$ cat src/rtl/nvg_pkg.sv
package nvg_pkg;
  typedef enum logic [1:0] {
    CMD_NONE   = 2'd0,
    CMD_STORE  = 2'd1,
    CMD_RECALL = 2'd2
  } cmd_e;

  typedef enum logic [1:0] {
    ST_PWRUP  = 2'd0,
    ST_IDLE   = 2'd1,
    ST_STORE  = 2'd2,
    ST_RECALL = 2'd3
  } state_e;
endpackage

$ cat src/rtl/nvg_cmd_decode.sv
module nvg_cmd_decode
  import nvg_pkg::*;
(
  input  logic ce_ni,
  input  logic oe_ni,
  input  logic we_ni,
  input  logic ne_ni,
  output cmd_e cmd_o
);
  logic sel;
  assign sel = !ne_ni && !ce_ni;

  always_comb begin
    cmd_o = CMD_NONE;
    if (sel && !we_ni && oe_ni)      cmd_o = CMD_STORE;
    else if (sel && !oe_ni && we_ni) cmd_o = CMD_RECALL;
  end
endmodule

$ cat src/rtl/nvg_arm.sv
module nvg_arm
  import nvg_pkg::*;
(
  input  logic clk_i,
  input  logic rst_ni,
  input  cmd_e cmd_i,
  input  logic idle_i,
  output logic arm_o
);
  // a pattern seen while idle consumes the arm bit, started or refused
  always_ff @(posedge clk_i or negedge rst_ni) begin
    if (!rst_ni)                           arm_o <= 1'b0;
    else if (cmd_i == CMD_NONE)            arm_o <= 1'b1;
    else if (idle_i)                       arm_o <= 1'b0;
  end

  assert_arm_needs_exit_R2: assert property (@(posedge clk_i) disable iff (!rst_ni)
    $rose(arm_o) |-> $past(cmd_i == CMD_NONE));
endmodule

$ cat src/rtl/nvg_seq.sv
module nvg_seq
  import nvg_pkg::*;
#(
  parameter int unsigned STORE_CYCLES  = 12,
  parameter int unsigned RECALL_CYCLES = 6
) (
  input  logic clk_i,
  input  logic rst_ni,
  input  cmd_e cmd_i,
  input  logic arm_i,
  input  logic vcc_ok_i,
  input  logic we_ni,
  output logic idle_o,
  output logic store_start_o,
  output logic recall_start_o,
  output logic busy_o,
  output logic corrupt_o
);
  localparam int unsigned MAX_CYC = (STORE_CYCLES > RECALL_CYCLES) ? STORE_CYCLES : RECALL_CYCLES;
  localparam int unsigned CNT_W   = (MAX_CYC < 2) ? 1 : $clog2(MAX_CYC);
  localparam logic [CNT_W-1:0] STORE_LOAD  = CNT_W'(STORE_CYCLES - 1);
  localparam logic [CNT_W-1:0] RECALL_LOAD = CNT_W'(RECALL_CYCLES - 1);

  state_e           st_q;
  logic [CNT_W-1:0] cnt_q;
  logic             auto_q;

  assign idle_o = (st_q == ST_IDLE);

  always_ff @(posedge clk_i or negedge rst_ni) begin
    if (!rst_ni) begin
      st_q           <= ST_PWRUP;
      cnt_q          <= '0;
      auto_q         <= 1'b0;
      store_start_o  <= 1'b0;
      recall_start_o <= 1'b0;
      busy_o         <= 1'b0;
      corrupt_o      <= 1'b0;
    end else begin
      store_start_o  <= 1'b0;
      recall_start_o <= 1'b0;
      unique case (st_q)
        ST_PWRUP: if (vcc_ok_i) begin
          recall_start_o <= 1'b1;
          busy_o         <= 1'b1;
          cnt_q          <= RECALL_LOAD;
          auto_q         <= 1'b1;
          st_q           <= ST_RECALL;
        end
        ST_IDLE: begin
          if (arm_i && cmd_i == CMD_STORE && vcc_ok_i) begin
            store_start_o <= 1'b1;
            busy_o        <= 1'b1;
            cnt_q         <= STORE_LOAD;
            st_q          <= ST_STORE;
          end else if (arm_i && cmd_i == CMD_RECALL) begin
            recall_start_o <= 1'b1;
            busy_o         <= 1'b1;
            cnt_q          <= RECALL_LOAD;
            auto_q         <= 1'b0;
            st_q           <= ST_RECALL;
          end
        end
        ST_STORE, ST_RECALL: begin
          if (cnt_q == '0) begin
            busy_o <= 1'b0;
            st_q   <= ST_IDLE;
            auto_q <= 1'b0;
            if (st_q == ST_RECALL && auto_q && !we_ni) corrupt_o <= 1'b1;
          end else begin
            cnt_q <= cnt_q - 1'b1;
          end
        end
        default: st_q <= ST_IDLE;
      endcase
    end
  end

  assert_store_needs_vcc_R3: assert property (@(posedge clk_i) disable iff (!rst_ni)
    store_start_o |-> $past(vcc_ok_i));
  assert_start_exclusive_R7: assert property (@(posedge clk_i) disable iff (!rst_ni)
    $onehot0({store_start_o, recall_start_o}));
  assert_start_sets_busy_R5: assert property (@(posedge clk_i) disable iff (!rst_ni)
    (store_start_o || recall_start_o) |-> busy_o);
  assert_no_start_while_busy_R6: assert property (@(posedge clk_i) disable iff (!rst_ni)
    (store_start_o || recall_start_o) |-> !$past(busy_o));
  assert_corrupt_sticky_R8: assert property (@(posedge clk_i) disable iff (!rst_ni)
    $past(corrupt_o) |-> corrupt_o);
  assert_pulse_single_R7: assert property (@(posedge clk_i) disable iff (!rst_ni)
    store_start_o |=> !store_start_o);
endmodule

$ cat src/rtl/nv_trigger_guard.sv
module nv_trigger_guard
  import nvg_pkg::*;
#(
  parameter int unsigned STORE_CYCLES  = 12,
  parameter int unsigned RECALL_CYCLES = 6
) (
  input  logic clk_i,
  input  logic rst_ni,
  input  logic vcc_ok_i,
  input  logic ce_ni,
  input  logic oe_ni,
  input  logic we_ni,
  input  logic ne_ni,
  output logic store_start_o,
  output logic recall_start_o,
  output logic busy_o,
  output logic corrupt_o
);
  cmd_e cmd;
  logic arm;
  logic idle;

  nvg_cmd_decode u_decode (
    .ce_ni (ce_ni),
    .oe_ni (oe_ni),
    .we_ni (we_ni),
    .ne_ni (ne_ni),
    .cmd_o (cmd)
  );

  nvg_arm u_arm (
    .clk_i  (clk_i),
    .rst_ni (rst_ni),
    .cmd_i  (cmd),
    .idle_i (idle),
    .arm_o  (arm)
  );

  nvg_seq #(
    .STORE_CYCLES  (STORE_CYCLES),
    .RECALL_CYCLES (RECALL_CYCLES)
  ) u_seq (
    .clk_i          (clk_i),
    .rst_ni         (rst_ni),
    .cmd_i          (cmd),
    .arm_i          (arm),
    .vcc_ok_i       (vcc_ok_i),
    .we_ni          (we_ni),
    .idle_o         (idle),
    .store_start_o  (store_start_o),
    .recall_start_o (recall_start_o),
    .busy_o         (busy_o),
    .corrupt_o      (corrupt_o)
  );

  assert_store_needs_arm_R2: assert property (@(posedge clk_i) disable iff (!rst_ni)
    store_start_o |-> $past(arm));
  assert_store_pattern_R1: assert property (@(posedge clk_i) disable iff (!rst_ni)
    store_start_o |-> $past(!ne_ni && !ce_ni && !we_ni && oe_ni));
endmodule

$ cat config.mk
export PLATFORM = sky130hd
export DESIGN_NAME = nv_trigger_guard
export DESIGN_NICKNAME = d
export VERILOG_FILES = /design/src/rtl/nvg_pkg.sv /design/src/rtl/nvg_cmd_decode.sv /design/src/rtl/nvg_arm.sv /design/src/rtl/nvg_seq.sv /design/src/rtl/nv_trigger_guard.sv
export SDC_FILE = /design/constraint.sdc
export NUM_CORES = 1
export LEC_CHECK = 0
export ABC_AREA = 1
export BUFFER_PORTS_ARGS = -buffer_cell sky130_fd_sc_hd__buf_2
export CORE_MARGIN = 5
export CORE_UTILIZATION = 48
export CTS_CLUSTER_DIAMETER = 30
export CTS_CLUSTER_SIZE = 28
export DETAILED_ROUTE_END_ITERATION = 7
export GPL_ROUTABILITY_DRIVEN = 0
export MAX_ROUTING_LAYER = met4
export PLACE_DENSITY = 0.74
export SLEW_MARGIN = 20
export SYNTH_ARGS = -nofsm -noshare
export SYNTH_HDL_FRONTEND = slang
export SYNTH_HIERARCHICAL = 1
export SYNTH_SLANG_ARGS = --single-unit
$ cat constraint.sdc
create_clock -name clk_i -period 1.04 [get_ports clk_i]
set_input_delay 0.26 -clock clk_i [delete_from_list [all_inputs] [get_ports clk_i]]
set_output_delay 0.26 -clock clk_i [all_outputs]
set_load 0.03 [all_outputs]
# ---- Word level (Yosys, flattened, before mapping)
# Cells that the tools add are included.
dict set report totals {
  input_bits 7
  out_inout_bits 4
  reg_bits 12
  word_cells 71
}
dict set report classes {
  addsub 1
  muxes 28
  n_reduce_logical 23
  eq_ne 11
}
# operator n
set op_table {}
lappend op_table {{2-to-1 mux 4 bit} 4}
lappend op_table {{2-to-1 mux 1 bit} 13}
lappend op_table {{2-to-1 mux 2 bit} 6}
lappend op_table {{one-hot mux 4 bit (3 select lines)} 1}
lappend op_table {{logical AND 1 bit} 10}
lappend op_table {{AND reduction 3 bit} 3}
lappend op_table {{equality test 2 bit, second input constant} 3}
lappend op_table {{!= test 2 bit, second input constant} 3}
lappend op_table {{one-hot mux 1 bit (3 select lines)} 2}
lappend op_table {{one-hot mux 2 bit (3 select lines)} 1}
lappend op_table {{equality test 2 x 1 -> 1 bit, second input constant} 2}
lappend op_table {{zero test 1 bit} 4}
lappend op_table {{zero test 2 bit} 2}
lappend op_table {{zero test 4 bit} 1}
lappend op_table {{!= test 2 x 1 -> 1 bit, second input constant} 2}
lappend op_table {{AND reduction 4 bit} 1}
lappend op_table {{subtractor 4 x 1 -> 4 bit, second input constant} 1}
lappend op_table {{!= test 3 x 1 -> 1 bit, second input constant} 1}
lappend op_table {{one-hot mux 1 bit (2 select lines)} 1}
lappend op_table {{nonzero test 2 bit} 1}
lappend op_table {{OR reduction 2 bit} 1}

# ---- Logic depth before layout (Yosys ltp)
# Gate-level depths: netlist (run 1).
dict set report depth {
  ltp_word 11
  depth_mapped 10
  depth_no_buf 10
}

# ---- Modules after synthesis
# The synthesis (run 1) kept the hierarchy.
# module cells_each area_per_inst_um2 seq_area_each_um2 instances
set by_module_without_submodules {}
lappend by_module_without_submodules {nvg_seq 82 635.6 275.3 1}
lappend by_module_without_submodules {nvg_arm 7 47.5 25.0 1}
lappend by_module_without_submodules {nvg_cmd_decode 9 33.8 0.0 1}

# ---- Worst setup path after synthesis (run 1)
# OpenSTA, ideal clock, no wires.
dict set report synth_path {
  path_kind {register to register}
  startpoint {register u_seq.cnt_q[0]}
  endpoint {register u_seq.cnt_q[3]}
  setup_ns 0.116
  period_less_slack_ns 1.132
  path_slack_ns -0.092
  stages_incl_launch_ff 9
  n_path_buf 0
  arrival_time_ns 1.015
  required_ns 0.924
  cell_sequence {dfrtp_1 > inv_1 > ha_1 > nand3_1 > nand2_2 > inv_1 > nand2_2 > nand2_1 > nand2_1}
}
dict set report synth_via {
  elab_chain_len 3
  word_cells_on_any_way 6
  cone_classes {add/sub (1); eq/ne (1); mux (2); reduce/logical (2)}
}
# element line_no
set synth_lines {}
lappend synth_lines {{start, declared} nvg_seq.sv:25} ;# logic [CNT_W-1:0] cnt_q;
lappend synth_lines {{start signal, assigned} nvg_seq.sv:71} ;# cnt_q <= cnt_q - 1'b1;
lappend synth_lines {{subtractor 4 x 1 -> 4 bit or zero test 4 bit (tied branches)} {nvg_seq.sv:71, nvg_seq.sv:65}}
lappend synth_lines {{2-to-1 mux 4 bit or != test 2 bit (tied branches)} n/a}
lappend synth_lines {{one-hot mux 4 bit (3 select lines) or AND reduction 3 bit (tied branches)} n/a}
# Parallel ways exist; a longest one is shown, timed or not. The select of a mux whose other input is x is not followed.
# A chain may end at the register's enable or synchronous reset.

# ---- Worst setup path in the final report (run 1)
dict set report layout_path {
  startpoint {register u_seq.cnt_q[1]}
  endpoint {register u_seq.auto_q}
}
dict set report layout_via {
  elab_chain_len 3
}
# element line_no
set layout_lines {}
lappend layout_lines {{zero test 4 bit} nvg_seq.sv:65} ;# if (cnt_q == '0) begin
lappend layout_lines {{!= test 2 x 1 -> 1 bit (no line)} n/a}
lappend layout_lines {{AND reduction 4 bit (no line)} n/a}
lappend layout_lines {{end signal, assigned} nvg_seq.sv:47} ;# auto_q <= 1'b1;
lappend layout_lines {{end signal, assigned} nvg_seq.sv:60} ;# auto_q <= 1'b0;
lappend layout_lines {{end signal, assigned} nvg_seq.sv:68} ;# auto_q <= 1'b0;
lappend layout_lines {{end, declared} nvg_seq.sv:26} ;# logic auto_q;
# No other way between the ends.

==> run summary, run 1 <==
Share of cells above drive strength 1 -> 51.9%
Critical Path End Type -> flip-flop
Required @ worst endpoint -> 1.21 ns
Gr usage total -> 16.2%
Die ar. -> 2370 sq um
Critical-path maximum fanout -> 3
Clk Latency, worst-skew pair -> 0.27 ns
Post-DP HPWL -> 1260 um
CTS sink cnt -> 12
Largest net degree at the start of global routing -> 13
FILL cells -> 99
Max-cap violations -> 0
DR vias -> 713
Cts bufs inserted -> 3
Worst reg-to-reg path cell count -> 7
Critical path arrival -> 1.35 ns
Syn nets -> 107
Yosys cell types -> 18
Die Ht -> 48.6 um
Cells after synthesis -> 98
Final #Nets -> 143
Antenna violation net count after detailed routing -> 0
CTS root buffer -> clkbuf_4
Worst-margin pin slew -> 0.270 ns
CORE AREA -> 1450 sq um
Worst hold path depth -> 3
PnR worst setup slack -> -0.141 ns
Antenna violations before repair -> 0
Port bufs -> 10
Final setup vio count -> 12
Final Hold Vio Count -> 0
Detailed Routing Iterations Pass 1 -> 4
Sequential element share of the synthesized area -> 41.9%
CP Class -> reg2reg
Placed Area -> 941 sq um
Total gr overflow -> 0
Maximum VDD drop -> 1.27 mV
Most common cell after layout, fill and taps aside -> nand2_1
Synthesized flop and latch total -> 12
DRC viols -> 0
Rel. slew slack -> 82.0%
Chip width -> 48.6 um
Via density per instance -> 4.79
Slowest cell delay on critical path -> 0.39 ns
Combined area of the multi-input logic cells -> 435 sq um
Status -> complete, but fails checks
CTS tree -> done
YS warnings -> 6
Layout Cell Area excl Fill -> 1120 sq um
DP Worst Slack -> -0.273 ns
First-pass GRT wire length -> 2890 um
Reg clk slew, reported paths -> 0.07 ns
Initial drt markers -> 21
Worst-case clock buffer depth -> 2
Initial Util -> 49.3%
Startpoint types -> flip-flop
Final period utilization -> 114%
Final Critical Period -> 1.18 ns
Pwr dens -> 2640 nW/um^2
Vias in the first global route -> 648
Sequential standard cell area -> 300 sq um
Most frequent cells in the layout -> 31 x nand2_1, 20 x buf_4, 12 x dfrtp_1
Max Fclk -> 846 MHz
Unrepaired setup endpoints after global routing -> yes
CP Cell Sequence -> inv_2, ha_4, nand2_2, a21oi_4, nand2_2, nand2_1, nand2_1
P&R area growth vs syn -> 56.2%
Fin Clk Skew -> 0.00341 ns
DRT Wirelength -> 1870 um
Min-Delay Path Class -> in2reg
Synthesized cell area -> 717 sq um
Delay-heaviest family, CP -> flip-flops
Max Slew Vio Count -> 0
Row count -> 14
Failing checks -> negative setup slack
ANT cells -> 0
I/O pin total -> 11
Lkg Pwr -> 0.590 nW
Crit path depth -> 7
Slowest CP cell -> dfrtp_1
Routed WL per cell -> 12.6 um
CP bufs+invs -> 1
H-tree levels -> 1
Post-synthesis average cell area -> 7.32 sq um
-- timing repair --
action                                  in CTS  in global routing
setup buffers                                3                  3
endpoints found under the setup margin      14                 16
endpoints found under the hold margin       12                  0
pin swaps                                    8                  5
resized for setup                           11                 12
hold buffers                                 1                  0
-- layout make-up --
class | instances | area share, %
Clock buffer | 4 | 3.24
Multi-Input combinational cell | 66 | 38.9
Timing Repair Buffer | 32 | 22.0
Tap cell | 16 | 1.79
Sequential cell | 12 | 26.8
Inverter | 19 | 7.26
-- flip-flops by register name (all words and copies together) (netlist names) --
register	flops
u_seq/cnt_q	4
u_seq/store_start_o	1
u_seq/corrupt_o	1
u_seq/busy_o	1
u_arm/arm_o	1
u_seq/recall_start_o	1
u_seq/st_q	2
u_seq/auto_q	1
-- metal layers --
metal | up-vias | routed length [um] | part of all wire (%) | GRT usage (%)
met3 | 2 | 85 | 4.5 | 4.60
met4 | 0 | 12 | 0.64 | 7.62
li1 | 366 | - | - | -
met1 | 328 | 797 | 43 | 18.9
met5 | - | 0 | 0 | -
met2 | 17 | 977 | 52 | 25.4
-- cells in the mapped netlist --
| cell | count | area share (%) |
|---|---|---|
| o21ai_0 | 1 | 0.70 |
| nand3_1 | 6 | 4.2 |
| inv_1 | 17 | 8.9 |
| nor2_8 | 1 | 2.8 |
| ha_1 | 2 | 3.5 |
| nand2_1 | 36 | 19 |
| nand4_1 | 1 | 0.87 |
| buf_6 | 1 | 1.6 |
| nor2_1 | 5 | 2.6 |
| a21oi_2 | 1 | 1.2 |
| nor2_2 | 4 | 3.5 |
| a21oi_1 | 1 | 0.70 |
| dfrtp_1 | 12 | 42 |
| o31ai_1 | 2 | 2.1 |
| inv_2 | 2 | 1.0 |
| nand2_2 | 4 | 3.5 |
| o21ai_1 | 1 | 0.70 |
| nand3_2 | 1 | 1.4 |
-- worst paths after layout --
check	from	end	slack, ns
max	u_seq/cnt_q[1]	u_seq/auto_q	-0.14
min	we_ni	u_seq/corrupt_o	0.31
max reg2reg	u_seq/cnt_q[1]	u_seq/auto_q	-0.14
min reg2reg	u_seq/auto_q	u_seq/auto_q	0.48
max in group asynchronous	rst_ni	u_arm/arm_o	0.43
min in group asynchronous	rst_ni	u_seq/auto_q	0.39
-- stage by stage --
step,power (mW),TNS (ns),cells,utilization (%),hold WS (ns)
after floorplan,1.68,-0.174,98,-,-0.0356
after CTS,2.70,-0.963,146,72.0,0.289
after detailed placement,2.17,-2.09,138,64.7,0.154
after global placement,2.13,-1.37,138,64.7,0.152
final,2.95,-1.11,149,77.0,0.306
after global routing,3.16,-1.95,149,77.0,0.322
-- worst register-to-register path, cell delays in order (launching register included) --
cell	delay, ns
dfrtp_1	0.39
inv_2	0.09
ha_4	0.15
nand2_2	0.08
a21oi_4	0.17
nand2_2	0.09
nand2_1	0.06
nand2_1	0.05
-- report_power, final --
part / internal (mW) / switching [mW] / total [mW] / leakage [nW]
clock network: 0.213 / 0.150 / 0.363 / 0.0210
registers: 0.623 / 0.106 / 0.730 / 0.142
logic: 0.852 / 1.01 / 1.86 / 0.427
-- logic make-up (layout without fill, tap and decap cells) --
group	after synthesis	after routing	share of synthesized area (%)
AOI/OAI and AO/OA	6	6	5.41
adders and majority gates	2	2	3.49
buffers and inverters	20	55	11.5
DFF	12	12	41.9
and+or+nand+nor	58	58	37.7
Note: power is estimated with default switching activity, not from simulation.
==> run 2, diff against run 1 <==
- SKIP_LAST_GASP: not set -> 1
==> run summary, run 2 (synthesis results as in run 1) <==
Status -> complete, but fails checks
Failing checks -> negative setup slack
Lkg Pwr -> 0.590 nW (about the same)
PnR worst setup slack -> -0.141 ns (-0.0000340 ns)
Rel. slew slack -> 82.1% (+0.093 points)
Clk pwr share -> 12.3% (about the same)
Worst-case clock buffer depth -> 2 (unchanged)
Die Ht -> 48.6 um (unchanged)
Post-DP HPWL -> 1260 um (unchanged)
P&R area growth vs syn -> 56.2% (unchanged)
Gr usage total -> 16.2% (unchanged)
DRT Wirelength -> 1870 um (about the same)
Final period utilization -> 114% (about the same)
CTS sink cnt -> 12 (unchanged)
Required @ worst endpoint -> 1.20 ns (about the same)
Maximum VDD drop -> 1.28 mV (+0.31%)
Largest Register -> u_seq/cnt_q
DR vias -> 718 (+0.70%)
Reg clk slew, reported paths -> 0.07 ns (about the same)
Switching pwr -> 1.26 mW (about the same)
Combinational power share -> 62.9% (about the same)
Die ar. -> 2370 sq um (unchanged)
CTS tree -> done
Max Slew Vio Count -> 0 (unchanged)
Cts bufs inserted -> 3 (unchanged)
Final Critical Period -> 1.18 ns (+0.0000340 ns)
Final #Nets -> 143 (unchanged)
CP Class -> reg2reg
Final setup vio count -> 13 (+1)
Sw frac -> 42.9% (about the same)
CORE AREA -> 1450 sq um (unchanged)
Critical path arrival -> 1.35 ns (about the same)
Critical Path End Type -> flip-flop
Largest net degree at the start of global routing -> 13 (unchanged)
Startpoint types -> flip-flop
Clk Latency, worst-skew pair -> 0.27 ns (about the same)
Largest registers -> u_seq/cnt_q (4), u_seq/st_q (2)
ANT cells -> 0 (unchanged)
Share of cells above drive strength 1 -> 51.9% (unchanged)
Worst setup path start -> u_seq/st_q[1]
Total gr overflow -> 0 (unchanged)
First-pass GRT wire length -> 2890 um (unchanged)
Row count -> 14 (unchanged)
Port bufs -> 10 (unchanged)
Routed WL per cell -> 12.6 um (about the same)
H-tree levels -> 1 (unchanged)
Final Hold Vio Count -> 0 (unchanged)
DP Worst Slack -> -0.273 ns (unchanged)
Min-Delay Path Class -> in2reg
I/O pin total -> 11 (unchanged)
Detailed Routing Iterations Pass 1 -> 5 (+1)
Most frequent cells in the layout -> 31 x nand2_1, 20 x buf_4, 12 x dfrtp_1
Unrepaired setup endpoints after global routing -> yes
Worst hold path startpoint -> we_ni
P_int -> 1.69 mW (-0.17%)
Most common cell after layout, fill and taps aside -> nand2_1
Antenna violation net count after detailed routing -> 0 (unchanged)
Initial drt markers -> 19 (-9.5%)
Max FFs per register -> 4 (unchanged)
Max-cap violations -> 0 (unchanged)
Pwr dens -> 2630 nW/um^2 (-0.11%)
Fin Clk Skew -> 0.00341 ns (-0.00000513 ns)
Vias in the first global route -> 648 (unchanged)
Max Fclk -> 846 MHz (about the same)
Initial Util -> 49.3% (unchanged)
R2r startpoint -> u_seq/st_q[1]
Antenna violations before repair -> 0 (unchanged)
Reg power frac -> 24.8% (about the same)
Final Util -> 77.0% (unchanged)
CTS root buffer -> clkbuf_4
DRC viols -> 0 (unchanged)
Chip width -> 48.6 um (unchanged)
Worst-margin pin slew -> 0.269 ns (-0.00140 ns)
Via density per instance -> 4.82 (+0.70%)
Critical-path maximum fanout -> 4 (+1)
-- run 2: power by group through the flow --
stage | registers (mW) | logic, mW | clock network [mW]
global placement | 0.727 | 1.40 | 0
CTS | 0.711 | 1.59 | 0.385
floorplan | 0.777 | 0.904 | 0
detailed placement | 0.726 | 1.45 | 0
finish | 0.730 | 1.86 | 0.363
global route | 0.745 | 2.01 | 0.398
-- run 2: path summary, 6_finish.rpt --
kind / to / slack [ns] / cells past startpoint
worst min-delay path: u_seq/corrupt_o / 0.31 / 3
worst max-delay path: u_seq/cnt_q[3] / -0.14 / 7
worst max register to register: u_seq/cnt_q[3] / -0.14 / 7
max in group asynchronous: u_arm/arm_o / 0.44 / 2
worst min register to register: u_seq/auto_q / 0.48 / 2
min in group asynchronous: u_seq/auto_q / 0.39 / 2
-- run 2: stage by stage --
| stage | cell area (sq um) | std cells | hold slack (ns) | total power [mW] | TNS (ns) |
|---|---|---|---|---|---|
| floorplan | 769 | 98 | -0.0356 | 1.68 | -0.174 |
| CTS | 1040 | 146 | 0.289 | 2.69 | -1.02 |
| detailed placement | 941 | 138 | 0.154 | 2.17 | -2.09 |
| finish | 1120 | 149 | 0.306 | 2.95 | -1.09 |
| global placement | 941 | 138 | 0.152 | 2.13 | -1.37 |
| global route | 1120 | 149 | 0.322 | 3.16 | -1.94 |
-- run 2: per-layer routing --
| metal | vias up | track usage, % | wire length (um) |
|---|---|---|---|
| met5 | - | - | 0 |
| met3 | 2 | 4.60 | 80 |
| met2 | 19 | 25.4 | 986 |
| met4 | 0 | 7.62 | 12 |
| met1 | 332 | 18.9 | 792 |
| li1 | 365 | - | - |
-- run 2: layout make-up --
| type | instances | area [sq um] |
|---|---|---|
| fill | 99 | 334 |
| sequential | 12 | 300 |
| multi-input combinational | 66 | 435 |
| clock buffer | 4 | 36.3 |
| timing repair buffer | 32 | 246 |
| tap | 16 | 20.0 |
| inverter | 19 | 81.3 |
-- run 2: worst max-delay path: stages, from the launching register on --
cell,delay (ns)
dfrtp_1,0.42
buf_6,0.15
nor2_8,0.13
nand2_4,0.07
nor2_4,0.11
nor2_2,0.07
nand2_1,0.08
nand2_1,0.05
-- run 2: what timing repair did --
item / CTS / global route
endpoints found under the hold margin: 12 / 0
buffers inserted: 3 / 3
hold buffers: 1 / 0
gates cloned: 0 / 0
pin swaps: 8 / 4
setup endpoints to repair: 14 / 16
gates resized for setup: 10 / 13
